<file path="config.mk">
export PLATFORM = sky130hd
export DESIGN_NAME = granule_tag_check
export DESIGN_NICKNAME = d
export VERILOG_FILES = /design/src/rtl/gtc_pkg.sv /design/src/rtl/gtc_bypass.sv /design/src/rtl/gtc_span.sv /design/src/rtl/gtc_nibble_cmp.sv /design/src/rtl/granule_tag_check.sv
export SDC_FILE = /design/constraint.sdc
export NUM_CORES = 1
export LEC_CHECK = 0
export ABC_AREA = 1
export CORE_MARGIN = 8
export CORE_UTILIZATION = 41
export DETAILED_ROUTE_END_ITERATION = 12
export DONT_BUFFER_PORTS = 1
export PLACE_DENSITY_LB_ADDON = 0.08
export SLEW_MARGIN = 25
export SYNTH_ARGS = -nofsm -noshare
export SYNTH_HDL_FRONTEND = slang
export SYNTH_HIERARCHICAL = 1
export SYNTH_SLANG_ARGS = --single-unit
export TNS_END_PERCENT = 30
</file>
<file path="constraint.sdc">
create_clock -name clk -period 4.35 [get_ports clk]
set_input_delay 0.87 -clock clk [delete_from_list [all_inputs] [get_ports clk]]
set_output_delay 0.87 -clock clk [all_outputs]
set_load 0.02 [all_outputs]
</file>
<file path="src/rtl/gtc_pkg.sv">
// Shared definitions for the granule tag check unit.
// Assumes a 16-byte granule and a 4-bit tag in address bits 59:56.
package gtc_pkg;
    localparam int GRAN_LOG2 = 4;
    localparam int GIDX_W    = 64 - GRAN_LOG2;

    // Outcome of comparing one tag byte against the pointer tag.
    typedef struct packed {
        logic miss0;  // first nibble in walk order differs
        logic miss1;  // second nibble differs (meaningful only with two)
        logic two;    // second nibble belongs to the access
    } nib_cmp_t;
endpackage

</file>
<file path="src/rtl/gtc_bypass.sv">
// Decides whether a request skips tag checking.
// Assumes the address half is selected by bit 55 and that the match-all
// tag is all zeros for the lower half and all ones for the upper half.
module gtc_bypass (
    input  logic [63:0] addr_i,
    input  logic [1:0]  tbi_en_i,
    input  logic        tcm_en_i,
    output logic        skip_o
);
    logic       half;
    logic [3:0] ptag;

    // Flags an unchecked access from the top-byte and match-all rules.
    always_comb begin
        half   = addr_i[55];
        ptag   = addr_i[59:56];
        skip_o = !tbi_en_i[half] || (tcm_en_i && (ptag == {4{half}}));
    end
endmodule

</file>
<file path="src/rtl/gtc_span.sv">
// Derives the starting granule index and the number of granules covered.
// Assumes size_m1 is small enough that the span fits CNT_W bits.
module gtc_span #(
    parameter int SIZE_W = 8,
    parameter int CNT_W  = 5
) (
    input  logic [63:0]                 addr_i,
    input  logic [SIZE_W-1:0]           size_m1_i,
    input  logic                        rev_i,
    output logic [gtc_pkg::GIDX_W-1:0]  g0_o,
    output logic [CNT_W-1:0]            count_o
);
    import gtc_pkg::*;

    logic [63:0]       far_addr;
    logic [GIDX_W-1:0] g_far;
    logic [GIDX_W-1:0] diff;

    // Computes the far end of the access and the inclusive granule count.
    always_comb begin
        far_addr = rev_i ? (addr_i - 64'(size_m1_i)) : (addr_i + 64'(size_m1_i));
        g0_o     = addr_i[63:GRAN_LOG2];
        g_far    = far_addr[63:GRAN_LOG2];
        diff     = rev_i ? (g0_o - g_far) : (g_far - g0_o);
        count_o  = diff[CNT_W-1:0] + CNT_W'(1);
    end
endmodule

</file>
<file path="src/rtl/gtc_nibble_cmp.sv">
// Compares the one or two granule tags held in a tag byte with the pointer tag.
// Assumes the walk's current granule index parity picks the first nibble:
// odd -> high nibble, even -> low nibble, in both walk directions.
module gtc_nibble_cmp (
    input  logic [7:0]        byte_i,
    input  logic [3:0]        tag_i,
    input  logic              odd_i,
    input  logic              rev_i,
    input  logic              more_i,
    output gtc_pkg::nib_cmp_t res_o
);
    logic [3:0] first_nib;
    logic [3:0] second_nib;

    // Orders the nibbles along the walk and flags mismatches.
    always_comb begin
        first_nib   = odd_i ? byte_i[7:4] : byte_i[3:0];
        second_nib  = odd_i ? byte_i[3:0] : byte_i[7:4];
        res_o.two   = more_i && (rev_i ? odd_i : !odd_i);
        res_o.miss0 = (first_nib != tag_i);
        res_o.miss1 = (second_nib != tag_i);
    end
endmodule

</file>
<file path="src/rtl/granule_tag_check.sv">
// Granule tag check unit: walks the tag bytes of an access one byte per
// cycle and reports pass, fail with fault address, or unchecked.
// Assumes tag_data_i answers tag_addr_o within the same cycle.
module granule_tag_check #(
    parameter int SIZE_W = 8,
    parameter int TAG_AW = 12
) (
    input  logic              clk,
    input  logic              rst_n,
    input  logic              start_i,
    input  logic [63:0]       addr_i,
    input  logic [SIZE_W-1:0] size_m1_i,
    input  logic [1:0]        tbi_en_i,
    input  logic              tcm_en_i,
    input  logic              rev_i,
    output logic              tag_rd_o,
    output logic [TAG_AW-1:0] tag_addr_o,
    input  logic [7:0]        tag_data_i,
    output logic              busy_o,
    output logic              done_o,
    output logic              pass_o,
    output logic              fail_o,
    output logic              unchecked_o,
    output logic [63:0]       fault_addr_o
);
    import gtc_pkg::*;

    localparam int MAX_GRAN = ((1 << SIZE_W) >> GRAN_LOG2) + 1;
    localparam int CNT_W    = $clog2(MAX_GRAN + 1);

    logic              skip;
    logic [GIDX_W-1:0] g0;
    logic [CNT_W-1:0]  count;
    nib_cmp_t          cmp;

    logic              busy_q, done_q, pass_q, fail_q, skip_q, rev_q, first_q;
    logic [3:0]        tag_q;
    logic [GIDX_W-1:0] gran_q;
    logic [CNT_W-1:0]  left_q;
    logic [63:0]       start_q, fault_q;

    logic [CNT_W-1:0]  take;
    logic [GIDX_W-1:0] gran_next, gran_second;
    logic [63:0]       fault_first, fault_second;

    gtc_bypass u_bypass (
        .addr_i   (addr_i),
        .tbi_en_i (tbi_en_i),
        .tcm_en_i (tcm_en_i),
        .skip_o   (skip)
    );

    gtc_span #(.SIZE_W(SIZE_W), .CNT_W(CNT_W)) u_span (
        .addr_i    (addr_i),
        .size_m1_i (size_m1_i),
        .rev_i     (rev_i),
        .g0_o      (g0),
        .count_o   (count)
    );

    gtc_nibble_cmp u_cmp (
        .byte_i (tag_data_i),
        .tag_i  (tag_q),
        .odd_i  (gran_q[0]),
        .rev_i  (rev_q),
        .more_i (left_q >= CNT_W'(2)),
        .res_o  (cmp)
    );

    // Steps the walk and forms the fault address for either nibble.
    always_comb begin
        take         = cmp.two ? CNT_W'(2) : CNT_W'(1);
        gran_next    = rev_q ? (gran_q - GIDX_W'(take)) : (gran_q + GIDX_W'(take));
        gran_second  = rev_q ? (gran_q - GIDX_W'(1)) : (gran_q + GIDX_W'(1));
        fault_first  = first_q ? start_q
                     : (rev_q ? {gran_q, 4'hF} : {gran_q, 4'h0});
        fault_second = rev_q ? {gran_second, 4'hF} : {gran_second, 4'h0};
    end

    // Accepts requests when idle and walks the tag bytes while busy.
    always_ff @(posedge clk) begin
        if (!rst_n) begin
            busy_q  <= 1'b0;
            done_q  <= 1'b0;
            pass_q  <= 1'b0;
            fail_q  <= 1'b0;
            skip_q  <= 1'b0;
            rev_q   <= 1'b0;
            first_q <= 1'b0;
            tag_q   <= '0;
            gran_q  <= '0;
            left_q  <= '0;
            start_q <= '0;
            fault_q <= '0;
        end else begin
            done_q <= 1'b0;
            if (!busy_q) begin
                if (start_i) begin
                    pass_q  <= 1'b0;
                    fail_q  <= 1'b0;
                    fault_q <= '0;
                    start_q <= addr_i;
                    tag_q   <= addr_i[59:56];
                    rev_q   <= rev_i;
                    gran_q  <= g0;
                    left_q  <= count;
                    first_q <= 1'b1;
                    skip_q  <= skip;
                    done_q  <= skip;
                    busy_q  <= !skip;
                end
            end else begin
                first_q <= 1'b0;
                if (cmp.miss0) begin
                    fail_q  <= 1'b1;
                    fault_q <= fault_first;
                    busy_q  <= 1'b0;
                    done_q  <= 1'b1;
                end else if (cmp.two && cmp.miss1) begin
                    fail_q  <= 1'b1;
                    fault_q <= fault_second;
                    busy_q  <= 1'b0;
                    done_q  <= 1'b1;
                end else if (left_q <= take) begin
                    pass_q  <= 1'b1;
                    busy_q  <= 1'b0;
                    done_q  <= 1'b1;
                end else begin
                    gran_q  <= gran_next;
                    left_q  <= left_q - take;
                end
            end
        end
    end

    assign tag_rd_o     = busy_q;
    assign tag_addr_o   = gran_q[TAG_AW:1];
    assign busy_o       = busy_q;
    assign done_o       = done_q;
    assign pass_o       = pass_q;
    assign fail_o       = fail_q;
    assign unchecked_o  = skip_q;
    assign fault_addr_o = fault_q;

    // Exactly one outcome flag accompanies completion.
    assert_one_outcome_R11: assert property (@(posedge clk) disable iff (!rst_n)
        done_o |-> ($countones({pass_o, fail_o, unchecked_o}) == 1));

    // Completion and an active walk never overlap.
    assert_done_not_busy_R6: assert property (@(posedge clk) disable iff (!rst_n)
        !(busy_o && done_o));

    // A walk only ends through a completion strobe.
    assert_busy_ends_done_R6: assert property (@(posedge clk) disable iff (!rst_n)
        busy_o |=> (busy_o || done_o));

    // A bypassed request finishes on the next edge as unchecked.
    assert_skip_fast_R2: assert property (@(posedge clk) disable iff (!rst_n)
        (start_i && !busy_o && skip) |=> (done_o && unchecked_o));

    // A running walk always has granules left to check.
    assert_left_nonzero_R4: assert property (@(posedge clk) disable iff (!rst_n)
        busy_o |-> (left_q != '0));

    // A fault address is the start address or a granule edge in walk direction.
    assert_fault_shape_R7: assert property (@(posedge clk) disable iff (!rst_n)
        (done_o && fail_o) |-> ((fault_addr_o == start_q) ||
                                (fault_addr_o[3:0] == (rev_q ? 4'hF : 4'h0))));
endmodule

</file>
==> flow_summary_export.csv <==
group,metric,value,unit
sta,fin_skew,0.01799,ns
die,rows,75,
sta,tightest_slew,1.076,ns
routing,ant_nets,0,
sta,period_share,80.32,%
logic_synthesis,synth_area_leaders,"dfxtp_1 (23%), nand2_1 (22%), a21oi_1 (7.7%)",
cts,cts_resized,0,
logic_synthesis,synth_top_cell_area_share,22.98,%
critical_path,path_depth,26,
critical_path,crit_family,"simple AND/OR/NAND/NOR gates",
critical_path,cp_max_fo,3,
cts,cts_buffers,17,
cts,cts.sinks,200,
sta,fin_crit,3.494,ns
routing,routed_wirelength,69730,µm
placed_design,port_buffers,0,
sta,setup_viol,0,
power_and_ir_drop,p_int,3.350,mW
power_and_ir_drop,switching_share,40.59,%
power_and_ir_drop,p_per_area,314.1,mW/mm²
sta,finalWorstSetupSlack,0.8559,ns
power_and_ir_drop,comb_power_share,31.8,%
power_and_ir_drop,power.leakage,8.776,nW
power_and_ir_drop,p_switching,2.288,mW
cts,post-cts-setup-buffers,0,
critical_path,setup.worst_path.start_class,"input port",
placed_design,gp_congestion,0.9727,
critical_path,critPathBufInv,5,
die,dieArea,0.04934,mm²
critical_path,crit_path_end_kind,"register",
logic_synthesis,syn-num-nets,3198,
sta,slew_headroom,28.27,%
critical_path,crit_arrival,3.90,ns
global_route,groute.usage.overall,28.07,%
critical_path,worstSetupPathType,"in -> reg",
routing,dr.pass1.iters,7,
layout,drive_gt1_share,7.022,%
global_route,antenna_found_initial,2,
status,status,"finished, final reports clean",
flow_run,cap_violations,0,
critical_path,worst_path_most_repeated_cell,"nand2_1",
cts,hold_buffers,0,
cts,cts_buffer_depth,2,
critical_path,slowest_delay,0.43,ns
die,pin_count,169,
power_and_ir_drop,p_total,5.638,mW
layout,finalInstanceArea,0.01795,mm²
global_route,grt_pass1_wl,106600,µm
sta,fmax,286.2,MHz
sta,hold_viol,0,
sta,slew_viol_final,0,
global_route,use_met2,42.28,%
placed_design,pre_cts_slack,0.3622,ns
logic_synthesis,synth-edff-count,0,
sta,setup_tns,0,ns
logic_synthesis,syn_inst,3027,
logic_synthesis,synth_cell_type_count,46,
logic_synthesis,ys_ff_latch,200,
logic_synthesis,syn_area_per_cell,5.755,µm²
global_route,use_met1,37.53,%
critical_path,cpMaxStageDelayCell,"fa_1",
routing,post_drt_wl_per_cell,20.23,µm
routing,drc_errors,0,
power_and_ir_drop,ir_drop,0.2506,mV
placed_design,post_dp_cell_area,0.01733,mm²
global_route,global_route.peak_usage_layer,"met2",
die,die_w,222.1,µm
min_path,holdPathStages,2,
min_path,hold_path_class,"reg -> reg",
cts,h-tree-depth,4,
placed_design,place_hpwl,53720,µm
logic_synthesis,yosysWarnings,6,
power_and_ir_drop,clockPowerShare,31.1,%
critical_path,r2r_cells,17,
die,initial_core_util,41.53,%
routing,drt-initial-drc-count,1667,
critical_path,cp.required,4.75,ns
die,coreArea,0.04195,mm²
global_route,first_global_vias,17600,
routing,vias,18310,
layout,area_growth_syn_to_layout,3.052,%
sta,rsz0062_at_grt,"no",
routing,vias_per_cell,5.312,
cts,path_clk_slew,0.08,ns
global_route,grt_overflow,0,
global_route,grt_max_degree,103,
cts,insertion_delay,0.51,ns
logic_synthesis,synth-async-reset-ratio,0,%
logic_synthesis,yosysSeqAreaShare,22.98,%
cts,clock_tree.root_cell,"clkbuf_16",
die,dieHeight,222.1,µm
global_route,grt_use_met3,7.883,%
logic_synthesis,ys.flop_type,"dfxtp_1",
logic_synthesis,synth_largest_area_cell,"dfxtp_1",
layout,fin_nets,3063,
logic_synthesis,synth.cell_area,0.01742,mm²
power_and_ir_drop,p_seq_share,37.1,%
cts,cts_tree,"done",
[worst reg2reg max path: stages, from the launching register on]
cell and delay [ns]:
dfxtp_1 0.42, nor2_1 0.11, nand3_1 0.09, o21ai_0 0.08, a21oi_1 0.45, inv_1 0.10, ha_1 0.23, fa_1 0.48
o21ai_4 0.32, nand2_1 0.11, nand2_1 0.15, nand2_1 0.08, nand3_2 0.19, nand2_1 0.14, nand3_1 0.11, nand3_1 0.11
nand2_1 0.10, a21oi_1 0.06
[synthesized netlist by cell type, drive strengths merged (8+ instances only)]
cell type	n
nand2	1032
inv	381
nor2	370
a21oi	276
dfxtp	200
o21ai	187
nand3	175
buf	103
ha	79
clkbuf	75
xor2	46
a31oi	19
nand4	16
o21bai	14
nor3	13
clkinv	8
[cell families after synthesis]
logic type	share of synthesized area [%]
compound gates	15.78
xor+xnor	2.564
fa+ha+maj	6.249
buf+inv	14.12
flops	22.98
mux	0.05746
simple gates	38.25
[power groups by stage]
stage          Sequential, mW  Combinational (mW)  Clock, mW
3_3_place_gp             2.13                1.76          0
4_1_cts                  2.09                1.78       1.80
5_1_grt                  2.11                2.02       1.86
3_5_place_dp             2.13                1.78          0
2_1_floorplan            2.09                1.36          0
6_report                 2.09                1.79       1.76
[routing by layer]
metal / share of wire [%] / wire length (µm)
met5: 0 / 0
met4: 3.7 / 2559
met3: 8.6 / 6011
met2: 42 / 29070
met1: 46 / 32080
[cell usage in the layout, fill, tap and decap left out, types with 8 or more instances in the layout]
cell / n
a21oi_2: 8
nand4_1: 16
nand2_2: 27
nor2_1: 330
ha_1: 79
inv_2: 39
nand3_2: 9
a21oi_1: 268
dfxtp_1: 197
nor2_4: 10
nand3_1: 166
xor2_1: 46
o21ai_1: 24
o21ai_0: 160
nand2_1: 1003
o21bai_1: 13
nor3_2: 8
buf_4: 22
inv_1: 339
clkbuf_16: 17
a31oi_1: 19
clkinv_1: 8
nor2_2: 29
[path summary, 6_finish.rpt]
path                              startpoint          to  slack, ns
worst max-delay path            size_m1_i[1]   left_q[3]       0.86
worst max register to register     left_q[2]  gran_q[56]       0.92
worst min-delay path              start_q[0]  start_q[0]       0.48
worst min register to register    start_q[0]  start_q[0]       0.48
[per-stage QoR]
step                instances  util, %  hold slack [ns]
floorplan                3027        -           0.4495
global placement         3412    41.30           0.4580
detailed placement       3412    41.30           0.4684
CTS                      3444    42.79           0.4616
global route             3444    42.79           0.5081
finish                   3446    42.80           0.4823
[state kept, by name, summed over array words and instances, names as in the netlist]
signal	cells
fail_o	1
start_q	61
gran_q	60
rev_q	1
fault_addr_o	64
tag_q	3
busy_o	1
done_o	1
left_q	5
first_q	1
pass_o	1
unchecked_o	1
[final cells by class]
type / instances / area [µm²]
antenna: 2 / 5.005
clock buffer: 17 / 425.4
fill: 4803 / 23990
clock inverter: 15 / 196.4
tap: 539 / 674.4
multi-input combinational: 2260 / 10970
inverter: 389 / 1469
timing repair buffer: 24 / 205.2
sequential: 200 / 4010
Note: power is estimated with default switching activity, not from simulation.
